### config.mk
export PLATFORM = sky130hd
export DESIGN_NAME = fb_base_irq_ctrl
export DESIGN_NICKNAME = d
export VERILOG_FILES = /design/src/rtl/fbl_pkg.sv /design/src/rtl/fbl_base_latch.sv /design/src/rtl/fbl_irq_bank.sv /design/src/rtl/fbl_panel_seq.sv /design/src/rtl/fb_base_irq_ctrl.sv
export SDC_FILE = /design/constraint.sdc
export NUM_CORES = 1
export LEC_CHECK = 0
export ABC_AREA = 1
export BUFFER_PORTS_ARGS = -buffer_cell sky130_fd_sc_hd__buf_2
export CAP_MARGIN = 20
export CORE_MARGIN = 2
export CORE_UTILIZATION = 54
export DETAILED_ROUTE_END_ITERATION = 8
export PLACE_DENSITY = 0.91
export SKIP_LAST_GASP = 1
export SLEW_MARGIN = 20
export SYNTH_ARGS = -nofsm -noshare
export SYNTH_HDL_FRONTEND = slang
export SYNTH_SLANG_ARGS = --single-unit
### constraint.sdc
create_clock -name clk -period 1.9 [get_ports clk]
set_clock_uncertainty 0.05 [all_clocks]
set_input_delay 0.38 -clock clk [delete_from_list [all_inputs] [get_ports clk]]
set_output_delay 0.38 -clock clk [all_outputs]
set_load 0.03 [all_outputs]
### src/rtl/fbl_pkg.sv
package fbl_pkg;

  typedef enum logic [2:0] {
    RG_PEND  = 3'd0,
    RG_ACT   = 3'd1,
    RG_PANEL = 3'd2,
    RG_IMASK = 3'd3,
    RG_IRAW  = 3'd4,
    RG_IMSK  = 3'd5,
    RG_ICLR  = 3'd6,
    RG_STAT  = 3'd7
  } reg_idx_e;

  localparam int NUM_IRQ   = 2;
  localparam int IRQ_BASE  = 0;
  localparam int IRQ_FRAME = 1;

  typedef enum logic [1:0] {
    PS_OFF  = 2'd0,
    PS_UP   = 2'd1,
    PS_ON   = 2'd2,
    PS_DOWN = 2'd3
  } pwr_state_e;

endpackage

### src/rtl/fbl_base_latch.sv
module fbl_base_latch #(
  parameter int ADDR_W = 32
) (
  input  logic              clk,
  input  logic              rst_n,
  input  logic              wr_en,
  input  logic [ADDR_W-3:0] wr_word,
  input  logic              frame_start,
  output logic [ADDR_W-1:0] pend_addr,
  output logic [ADDR_W-1:0] act_addr,
  output logic              pend_vld,
  output logic              taken
);

  localparam int WORD_W = ADDR_W - 2;

  logic [WORD_W-1:0] pend_q;
  logic [WORD_W-1:0] act_q;
  logic              vld_q;

  // the waiting base is consumed exactly on a frame boundary
  assign taken = frame_start & vld_q;

  always_ff @(posedge clk or negedge rst_n) begin
    if (!rst_n) begin
      pend_q <= '0;
      act_q  <= '0;
      vld_q  <= 1'b0;
    end else begin
      if (taken)
        act_q <= pend_q;
      // a write in the boundary cycle stays pending for the next frame
      if (wr_en) begin
        pend_q <= wr_word;
        vld_q  <= 1'b1;
      end else if (frame_start) begin
        vld_q  <= 1'b0;
      end
    end
  end

  assign pend_addr = {pend_q, 2'b00};
  assign act_addr  = {act_q, 2'b00};
  assign pend_vld  = vld_q;

  a_r2_hold_between_frames: assert property (@(posedge clk) disable iff (!rst_n)
    !frame_start |=> $stable(act_addr));

  a_r3_take_pending: assert property (@(posedge clk) disable iff (!rst_n)
    (frame_start && pend_vld) |=> (act_addr == $past(pend_addr)));

  a_r4_write_survives_boundary: assert property (@(posedge clk) disable iff (!rst_n)
    (wr_en && frame_start) |=> pend_vld);

endmodule

### src/rtl/fbl_irq_bank.sv
module fbl_irq_bank #(
  parameter int N = 2
) (
  input  logic         clk,
  input  logic         rst_n,
  input  logic [N-1:0] set_i,
  input  logic         clr_we,
  input  logic [N-1:0] clr_bits,
  input  logic         mask_we,
  input  logic [N-1:0] mask_bits,
  output logic [N-1:0] raw_o,
  output logic [N-1:0] mask_o,
  output logic [N-1:0] pend_o,
  output logic         irq_o
);

  logic [N-1:0] mask_q;

  always_ff @(posedge clk or negedge rst_n) begin
    if (!rst_n)
      mask_q <= '0;
    else if (mask_we)
      mask_q <= mask_bits;
  end

  for (genvar i = 0; i < N; i++) begin : g_src
    logic bit_q;
    logic clr_hit;

    assign clr_hit = clr_we & clr_bits[i];

    // a fresh event outranks a clear in the same cycle
    always_ff @(posedge clk or negedge rst_n) begin
      if (!rst_n)
        bit_q <= 1'b0;
      else if (set_i[i])
        bit_q <= 1'b1;
      else if (clr_hit)
        bit_q <= 1'b0;
    end

    assign raw_o[i] = bit_q;

    a_r7_set_wins: assert property (@(posedge clk) disable iff (!rst_n)
      set_i[i] |=> raw_o[i]);

    a_r7_clear_drops: assert property (@(posedge clk) disable iff (!rst_n)
      (clr_hit && !set_i[i]) |=> !raw_o[i]);
  end

  assign mask_o = mask_q;
  assign pend_o = raw_o & mask_q;
  assign irq_o  = |pend_o;

  a_r6_irq_needs_enable: assert property (@(posedge clk) disable iff (!rst_n)
    irq_o |-> ((raw_o & mask_o) != '0));

endmodule

### src/rtl/fbl_panel_seq.sv
module fbl_panel_seq
  import fbl_pkg::*;
#(
  parameter int SETTLE_CYC = 1000000
) (
  input  logic clk,
  input  logic rst_n,
  input  logic req_we,
  input  logic req_bit,
  output logic req_o,
  output logic en_o,
  output logic pwr_o
);

  localparam int             CNT_W  = $clog2(SETTLE_CYC + 1);
  localparam logic [CNT_W-1:0] RELOAD = CNT_W'(SETTLE_CYC - 1);

  pwr_state_e       state_q;
  logic [CNT_W-1:0] cnt_q;
  logic             req_q;

  always_ff @(posedge clk or negedge rst_n) begin
    if (!rst_n)
      req_q <= 1'b0;
    else if (req_we)
      req_q <= req_bit;
  end

  always_ff @(posedge clk or negedge rst_n) begin
    if (!rst_n) begin
      state_q <= PS_OFF;
      cnt_q   <= '0;
    end else begin
      unique case (state_q)
        PS_OFF: if (req_q) begin
          state_q <= PS_UP;
          cnt_q   <= RELOAD;
        end
        PS_UP: if (cnt_q == '0)
          state_q <= req_q ? PS_ON : PS_OFF;
        else
          cnt_q <= cnt_q - 1'b1;
        PS_ON: if (!req_q) begin
          state_q <= PS_DOWN;
          cnt_q   <= RELOAD;
        end
        PS_DOWN: if (cnt_q == '0)
          state_q <= PS_OFF;
        else
          cnt_q <= cnt_q - 1'b1;
        default: state_q <= PS_OFF;
      endcase
    end
  end

  assign req_o = req_q;
  assign en_o  = (state_q != PS_OFF);
  assign pwr_o = (state_q == PS_ON);

  a_r8_power_under_enable: assert property (@(posedge clk) disable iff (!rst_n)
    pwr_o |-> en_o);

  a_r8_power_rise_after_enable: assert property (@(posedge clk) disable iff (!rst_n)
    $rose(pwr_o) |-> $past(en_o));

  a_r9_enable_fall_after_power: assert property (@(posedge clk) disable iff (!rst_n)
    $fell(en_o) |-> (!pwr_o && !$past(pwr_o)));

  a_r10_abort_keeps_power_off: assert property (@(posedge clk) disable iff (!rst_n)
    (state_q == PS_UP && cnt_q == '0 && !req_q) |=> (!pwr_o && !en_o));

endmodule

### src/rtl/fb_base_irq_ctrl.sv
module fb_base_irq_ctrl
  import fbl_pkg::*;
#(
  parameter int ADDR_W     = 32,
  parameter int BUS_W      = 32,
  parameter int SETTLE_CYC = 1000000
) (
  input  logic              clk,
  input  logic              rst_n,
  input  logic              reg_wr,
  input  logic [2:0]        reg_addr,
  input  logic [BUS_W-1:0]  reg_wdata,
  output logic [BUS_W-1:0]  reg_rdata,
  input  logic              frame_start,
  output logic [ADDR_W-1:0] fetch_base,
  output logic              panel_en,
  output logic              panel_pwr,
  output logic              irq
);

  reg_idx_e idx;
  assign idx = reg_idx_e'(reg_addr);

  logic we_pend, we_panel, we_mask, we_clr;
  assign we_pend  = reg_wr && (idx == RG_PEND);
  assign we_panel = reg_wr && (idx == RG_PANEL);
  assign we_mask  = reg_wr && (idx == RG_IMASK);
  assign we_clr   = reg_wr && (idx == RG_ICLR);

  logic [ADDR_W-1:0]  pend_addr;
  logic               pend_vld;
  logic               base_taken;
  logic [NUM_IRQ-1:0] irq_set, irq_raw, irq_mask, irq_pend;
  logic               panel_req;

  fbl_base_latch #(.ADDR_W(ADDR_W)) u_base (
    .clk         (clk),
    .rst_n       (rst_n),
    .wr_en       (we_pend),
    .wr_word     (reg_wdata[ADDR_W-1:2]),
    .frame_start (frame_start),
    .pend_addr   (pend_addr),
    .act_addr    (fetch_base),
    .pend_vld    (pend_vld),
    .taken       (base_taken)
  );

  always_comb begin
    irq_set            = '0;
    irq_set[IRQ_BASE]  = base_taken;
    irq_set[IRQ_FRAME] = frame_start;
  end

  fbl_irq_bank #(.N(NUM_IRQ)) u_irq (
    .clk       (clk),
    .rst_n     (rst_n),
    .set_i     (irq_set),
    .clr_we    (we_clr),
    .clr_bits  (reg_wdata[NUM_IRQ-1:0]),
    .mask_we   (we_mask),
    .mask_bits (reg_wdata[NUM_IRQ-1:0]),
    .raw_o     (irq_raw),
    .mask_o    (irq_mask),
    .pend_o    (irq_pend),
    .irq_o     (irq)
  );

  fbl_panel_seq #(.SETTLE_CYC(SETTLE_CYC)) u_panel (
    .clk     (clk),
    .rst_n   (rst_n),
    .req_we  (we_panel),
    .req_bit (reg_wdata[0]),
    .req_o   (panel_req),
    .en_o    (panel_en),
    .pwr_o   (panel_pwr)
  );

  always_comb begin
    reg_rdata = '0;
    unique case (idx)
      RG_PEND:  reg_rdata = BUS_W'(pend_addr);
      RG_ACT:   reg_rdata = BUS_W'(fetch_base);
      RG_PANEL: reg_rdata = BUS_W'(panel_req);
      RG_IMASK: reg_rdata = BUS_W'(irq_mask);
      RG_IRAW:  reg_rdata = BUS_W'(irq_raw);
      RG_IMSK:  reg_rdata = BUS_W'(irq_pend);
      RG_ICLR:  reg_rdata = '0;
      RG_STAT:  reg_rdata = BUS_W'({pend_vld, panel_pwr, panel_en});
      default:  reg_rdata = '0;
    endcase
  end

  a_r5_frame_flag: assert property (@(posedge clk) disable iff (!rst_n)
    frame_start |=> irq_raw[IRQ_FRAME]);

  a_r3_take_flag: assert property (@(posedge clk) disable iff (!rst_n)
    (frame_start && pend_vld) |=> irq_raw[IRQ_BASE]);

endmodule

**Word level (Yosys, flattened, before mapping)**

Index checks and enable logic that the tools add are counted.

- Flip-flop bits (word level): 88
- Input port bits: 39
- Word-level logic and storage cells: 61

- $add $sub $neg: 1
- Equality and inequality tests: 15
- Mux-type cells: 17
- Bitwise logic cells: 4
- Reductions and logical operators: 15

Operators by type and width:

| cell | count |
|---|---|
| 32-bit one-hot mux with 8 select lines | 1 |
| 20-bit 2-to-1 mux | 3 |
| 20-bit one-hot mux with 3 select lines | 1 |
| 20-bit logical NOT | 1 |
| 20-bit by 1-bit subtractor with 20-bit output, second input constant | 1 |
| 3-bit equality test, second input constant | 4 |
| 2-bit 2-to-1 mux | 5 |
| 2-bit one-hot mux with 4 select lines | 1 |
| 2-bit nonzero test | 4 |
| 3-bit by 2-bit equality test with 1-bit output, second input constant | 2 |
| 1-bit 2-to-1 mux | 6 |
| 2-bit by 1-bit inequality test with 1-bit output, second input constant | 3 |
| 2-bit equality test, second input constant | 2 |
| 1-bit logical AND | 4 |
| 2-bit inequality test, second input constant | 2 |
| 4-bit AND reduction | 1 |
| 2-bit OR reduction | 2 |
| 1-bit bitwise AND | 3 |
| 3-bit by 1-bit equality test with 1-bit output, second input constant | 1 |
| 3-bit logical NOT | 1 |
| 3-bit AND reduction | 1 |
| 2-bit bitwise AND | 1 |
| 2-bit by 1-bit equality test with 1-bit output, second input constant | 1 |
| 2-bit logical NOT | 1 |

**Depth between registers and ports, before layout**

- Word-level depth: 5
- Mapped depth: 12
- Gate-level depth less buffers: 11

**By module**

A second synthesis with hierarchy kept.

- Cell total of the unflattened synthesis: 644
- Area total of the unflattened synthesis: 4907.2 um2

By module, submodules not included:

| module | instances | cells each | area an instance (um2) |
|---|---|---|---|
| fbl_base_latch | 1 | 266 | 2368.5 |
| fbl_panel_seq | 1 | 216 | 1581.5 |
| fb_base_irq_ctrl | 1 | 137 | 768.2 |
| fbl_irq_bank | 1 | 25 | 188.9 |

**Worst setup path before layout**

Ideal clock, no wire load.

- Path kind: in2out
- Start: input port reg_addr[2]
- End: output port reg_rdata[14]
- Arrival time: 1538 ps
- Required time: 1470 ps
- Path slack: -68 ps
- Stages on the path: 5
- Buffers on the path: 2
- Cells stage by stage: nor3_1 -> inv_1 -> buf_2 -> buf_2 -> o22ai_1

- Word-level cells in the longest chain between the ends: 2
- Elaborated cells on any way between the ends: 9
- Classes of those cells: eq/ne (7); mux (1); reduce/logical (1)

Ends and longest elaborated chain:

| element | RTL line | RTL |
|---|---|---|
| start, declared | fb_base_irq_ctrl.sv:11 | `input logic [2:0] reg_addr,` |
| 3-bit equality test (tied with other cells) | fb_base_irq_ctrl.sv:80 | `unique case (idx)` |
| 32-bit one-hot mux with 8 select lines (*) | fb_base_irq_ctrl.sv:80 |  |
| end, declared | fb_base_irq_ctrl.sv:13 | `output logic [BUS_W-1:0] reg_rdata,` |

Every way passes the cells marked *; elsewhere a longest branch is shown, timed or not.

**Worst setup path in the final report**

- Start: input port reg_addr[2]
- End: output port reg_rdata[30]

The elaborated chain is that of the path after synthesis.

==> run_results.csv <==
group,metric,value,unit
floorplanning,rows,32,
logic_synthesis,synth_compound_area_share,14.83,%
timing,setup_tns,0,ns
min_path,hold_depth,3,
timing,fin_hold_ws,0.2135,ns
logic_synthesis,synth_mux_area_share,0,%
placed_design,port_buffers,103,
global_routing,groute.usage.overall,26.48,%
min_path,hp-class,"input port to flip-flop",
finish,fill_cells,585,
clock_tree,htree_levels,3,
timing,finalSetupViolations,0,
critical_path,start_kind,"input port",
timing,fin_crit_sh,97.48,%
placed_design,pre_cts_slack,-0.005836,ns
power,ir_drop,1054,uV
timing,tightestPinTransition,0.5837,ns
finish,final_area,0.005283,sq mm
power,p_sw_share,42.89,%
clock_tree,cts.sinks,88,
floorplanning,dieWidth,94.21,microns
clock_tree,cts_tree,"done",
global_routing,grt_overflow_total,0,
timing,slew_violations,0,
logic_synthesis,yosysUniqueCellTypes,30,
timing,max_freq,0.5399,GHz
critical_path,critPathKind,"input port to output port",
floorplanning,dieArea,0.008875,sq mm
finish,final_nets,709,
status,status,"finished clean",
power,pwr-share-comb,37.2,%
route,drc,0,
critical_path,critPathMaxFanout,28,
power,design_power_total,6.664,mW
critical_path,r2r_cells,9,
critical_path,cp_data_arrival_time,1.42,ns
finish,multi_input_area,0.001719,sq mm
critical_path,critPathCaptureType,"output port",
finish,area_growth,20.22,%
route,via_per_inst,5.368,
route,detail-route-antenna-nets,0,
clock_tree,clk_pin_slew_worst_paths,0.09,ns
timing,rsz0062_at_grt,"no",
logic_synthesis,synth-seq-cells,88,
clock_tree,cts_root_buffer,"clkbuf_8",
floorplanning,pin_count,106,
finish,seq_area,0.002202,sq mm
job,max_cap_viol_count,0,
global_routing,grt_pass1_vias,4027,
logic_synthesis,synth_simple_gate_area_share,22.78,%
power,leakagePower,2.864,nW
clock_tree,clockBufferDepth,2,
timing,maxSlewHeadroom,61.09,%
route,drtPass1Iterations,5,
critical_path,crit_required,1.47,ns
logic_synthesis,synth_top_family_by_area,"simple AND/OR/NAND/NOR gates",
finish,drive_gt1_share,22.44,%
finish,instances_no_fill,775,
route,wl,10920,microns
logic_synthesis,yosys.area_share.xor_xnor,0.5979,%
logic_synthesis,syn_avg_cell_area,7.764,sq um
global_routing,antenna_found_initial,0,
route,drt_iter0_drc,326,
power,intPower,3.806,mW
floorplanning,chipHeight,94.21,microns
timing,hold_viol,0,
clock_tree,worstSkewPairLatency,0.36,ns
logic_synthesis,synthAdderAreaFrac,0.5695,%
clock_tree,cts_made_buffers,9,
power,pwr-share-clk,20.2,%
power,power.switching,2.858,mW
floorplanning,core,0.007807,sq mm
placed_design,hpwl,7567,microns
power,seqPwrFrac,42.6,%
placed_design,dp.cells,758,
route,wl_per_cell,14.10,microns
placed_design,place_congestion,0.9251,
logic_synthesis,netlist_area,0.004394,sq mm
global_routing,grt_max_degree,62,
floorplanning,start_util,56.28,%
route,dr_total_vias,4160,
power,p_per_area,1262,mW/mm^2
finish,antenna_cells,0,
timing,fin_crit,1.852,ns
timing,setup_slack,0.04791,ns
finish,fin_util,67.66,%
logic_synthesis,synth_warnings,0,
global_routing,grt_pass1_wl,18450,microns
logic_synthesis,ys_seq_area_share,50.11,%
logic_synthesis,synth_cells,566,
placed_design,post_dp_cell_area,0.005057,sq mm
[cells by family after synthesis]
family	after synthesis
other	1
AOI/OAI and AO/OA	116
DFF	88
adders and majority gates	2
xor gates and xnor gates	3
and+or+nand+nor	239
buffers and inverters	117
[area by class of cell]
class / count / area share, %
Inverter: 92 / 6.632
Multi-Input combinational cell: 362 / 32.54
Timing Repair Buffer: 115 / 12.84
Clock inverter: 6 / 1.468
Sequential cell: 88 / 41.69
Clock buffer: 10 / 2.416
Tap cell: 102 / 2.416
[cell usage after synthesis, drive strengths merged]
master / count / area share [%]
a21oi: 30 / 3.4
a22oi: 1 / 0.17
buf: 14 / 2.1
clkbuf: 11 / 0.94
conb: 1 / 0.085
dfrtp: 88 / 50
ha: 2 / 0.57
inv: 92 / 8.0
nand2: 122 / 11
nand3: 39 / 4.7
nand4: 4 / 0.57
nor2: 69 / 6.2
nor3: 2 / 0.23
o2111ai: 2 / 0.40
o21ai: 53 / 6.5
o21bai: 1 / 0.17
o22ai: 29 / 4.1
or2: 3 / 0.43
xnor2: 1 / 0.20
xor2: 2 / 0.40
[metal layers]
metal / GRT usage [%] / routed length, microns
met5: 0 / 0
met1: 34.37 / 4571
met3: 6.100 / 734
met4: 9.903 / 178
met2: 43.45 / 5440
[critical path, cell delays in order]
cell     delay [ns]
buf_2          0.13
nor3_2         0.23
inv_1          0.12
buf_12         0.18
o22ai_1        0.18
buf_4          0.20
[sequential cells by signal, summed over array words and instances (netlist names), named ones only]
register	flops
u_base.act_q	30
u_base.pend_q	30
u_base.pend_vld	1
u_irq.g_src.bit_q	2
u_irq.mask_o	2
u_panel.cnt_q	20
u_panel.req_o	1
u_panel.state_q	1
[cells in the final DEF, fill, tap and decap left out, types with 2 or more instances in the layout]
cell and n:
nand2_1 120, buf_2 100, dfrtp_1 88, inv_1 87, nor2_1 65, o21ai_0 46, nand3_1 38, a21oi_1 30
o22ai_1 29, clkbuf_8 9, buf_4 8, o21ai_2 6, buf_12 5, nand4_1 4, inv_2 3, nor2_2 3
or2_2 3, inv_4 2, o2111ai_1 2, xor2_1 2, ha_1 2, conb_1 2, clkinv_4 2, inv_8 2
[worst paths after layout]
kind,from,end,slack [ns]
worst max-delay path,reg_addr[2],reg_rdata[30],0.05
worst min-delay path,reg_wdata[13],u_base.pend_q[11]$_DFFE_PN0P_,0.21
worst max register to register,u_panel.cnt_q[1]$_DFFE_PN0P_,u_panel.cnt_q[16]$_DFFE_PN0P_,0.17
worst min register to register,u_base.act_q[3]$_DFFE_PN0P_,u_base.act_q[3]$_DFFE_PN0P_,0.47
max in group asynchronous,rst_n,u_base.pend_q[0]$_DFFE_PN0P_,0.80
min in group asynchronous,rst_n,u_irq.g_src[0].bit_q$_DFFE_PN0P_,0.48
[power by group through the flow]
stage	Combinational [mW]	Clock, mW	Sequential (mW)
floorplan	1.36	0	3.15
global placement	2.32	0	2.82
detailed placement	2.44	0	2.85
CTS	2.48	1.36	2.82
global route	2.75	1.44	2.89
finish	2.48	1.34	2.84
[what timing repair did]
action	in CTS	in global routing
gates resized for setup	1	4
gates cloned	0	0
endpoints found under the setup margin	1	30
hold buffers	1	0
pin swaps	0	0
buffers inserted	0	0
endpoints found under the hold margin	32	0
(Power assumes the default switching activity.)
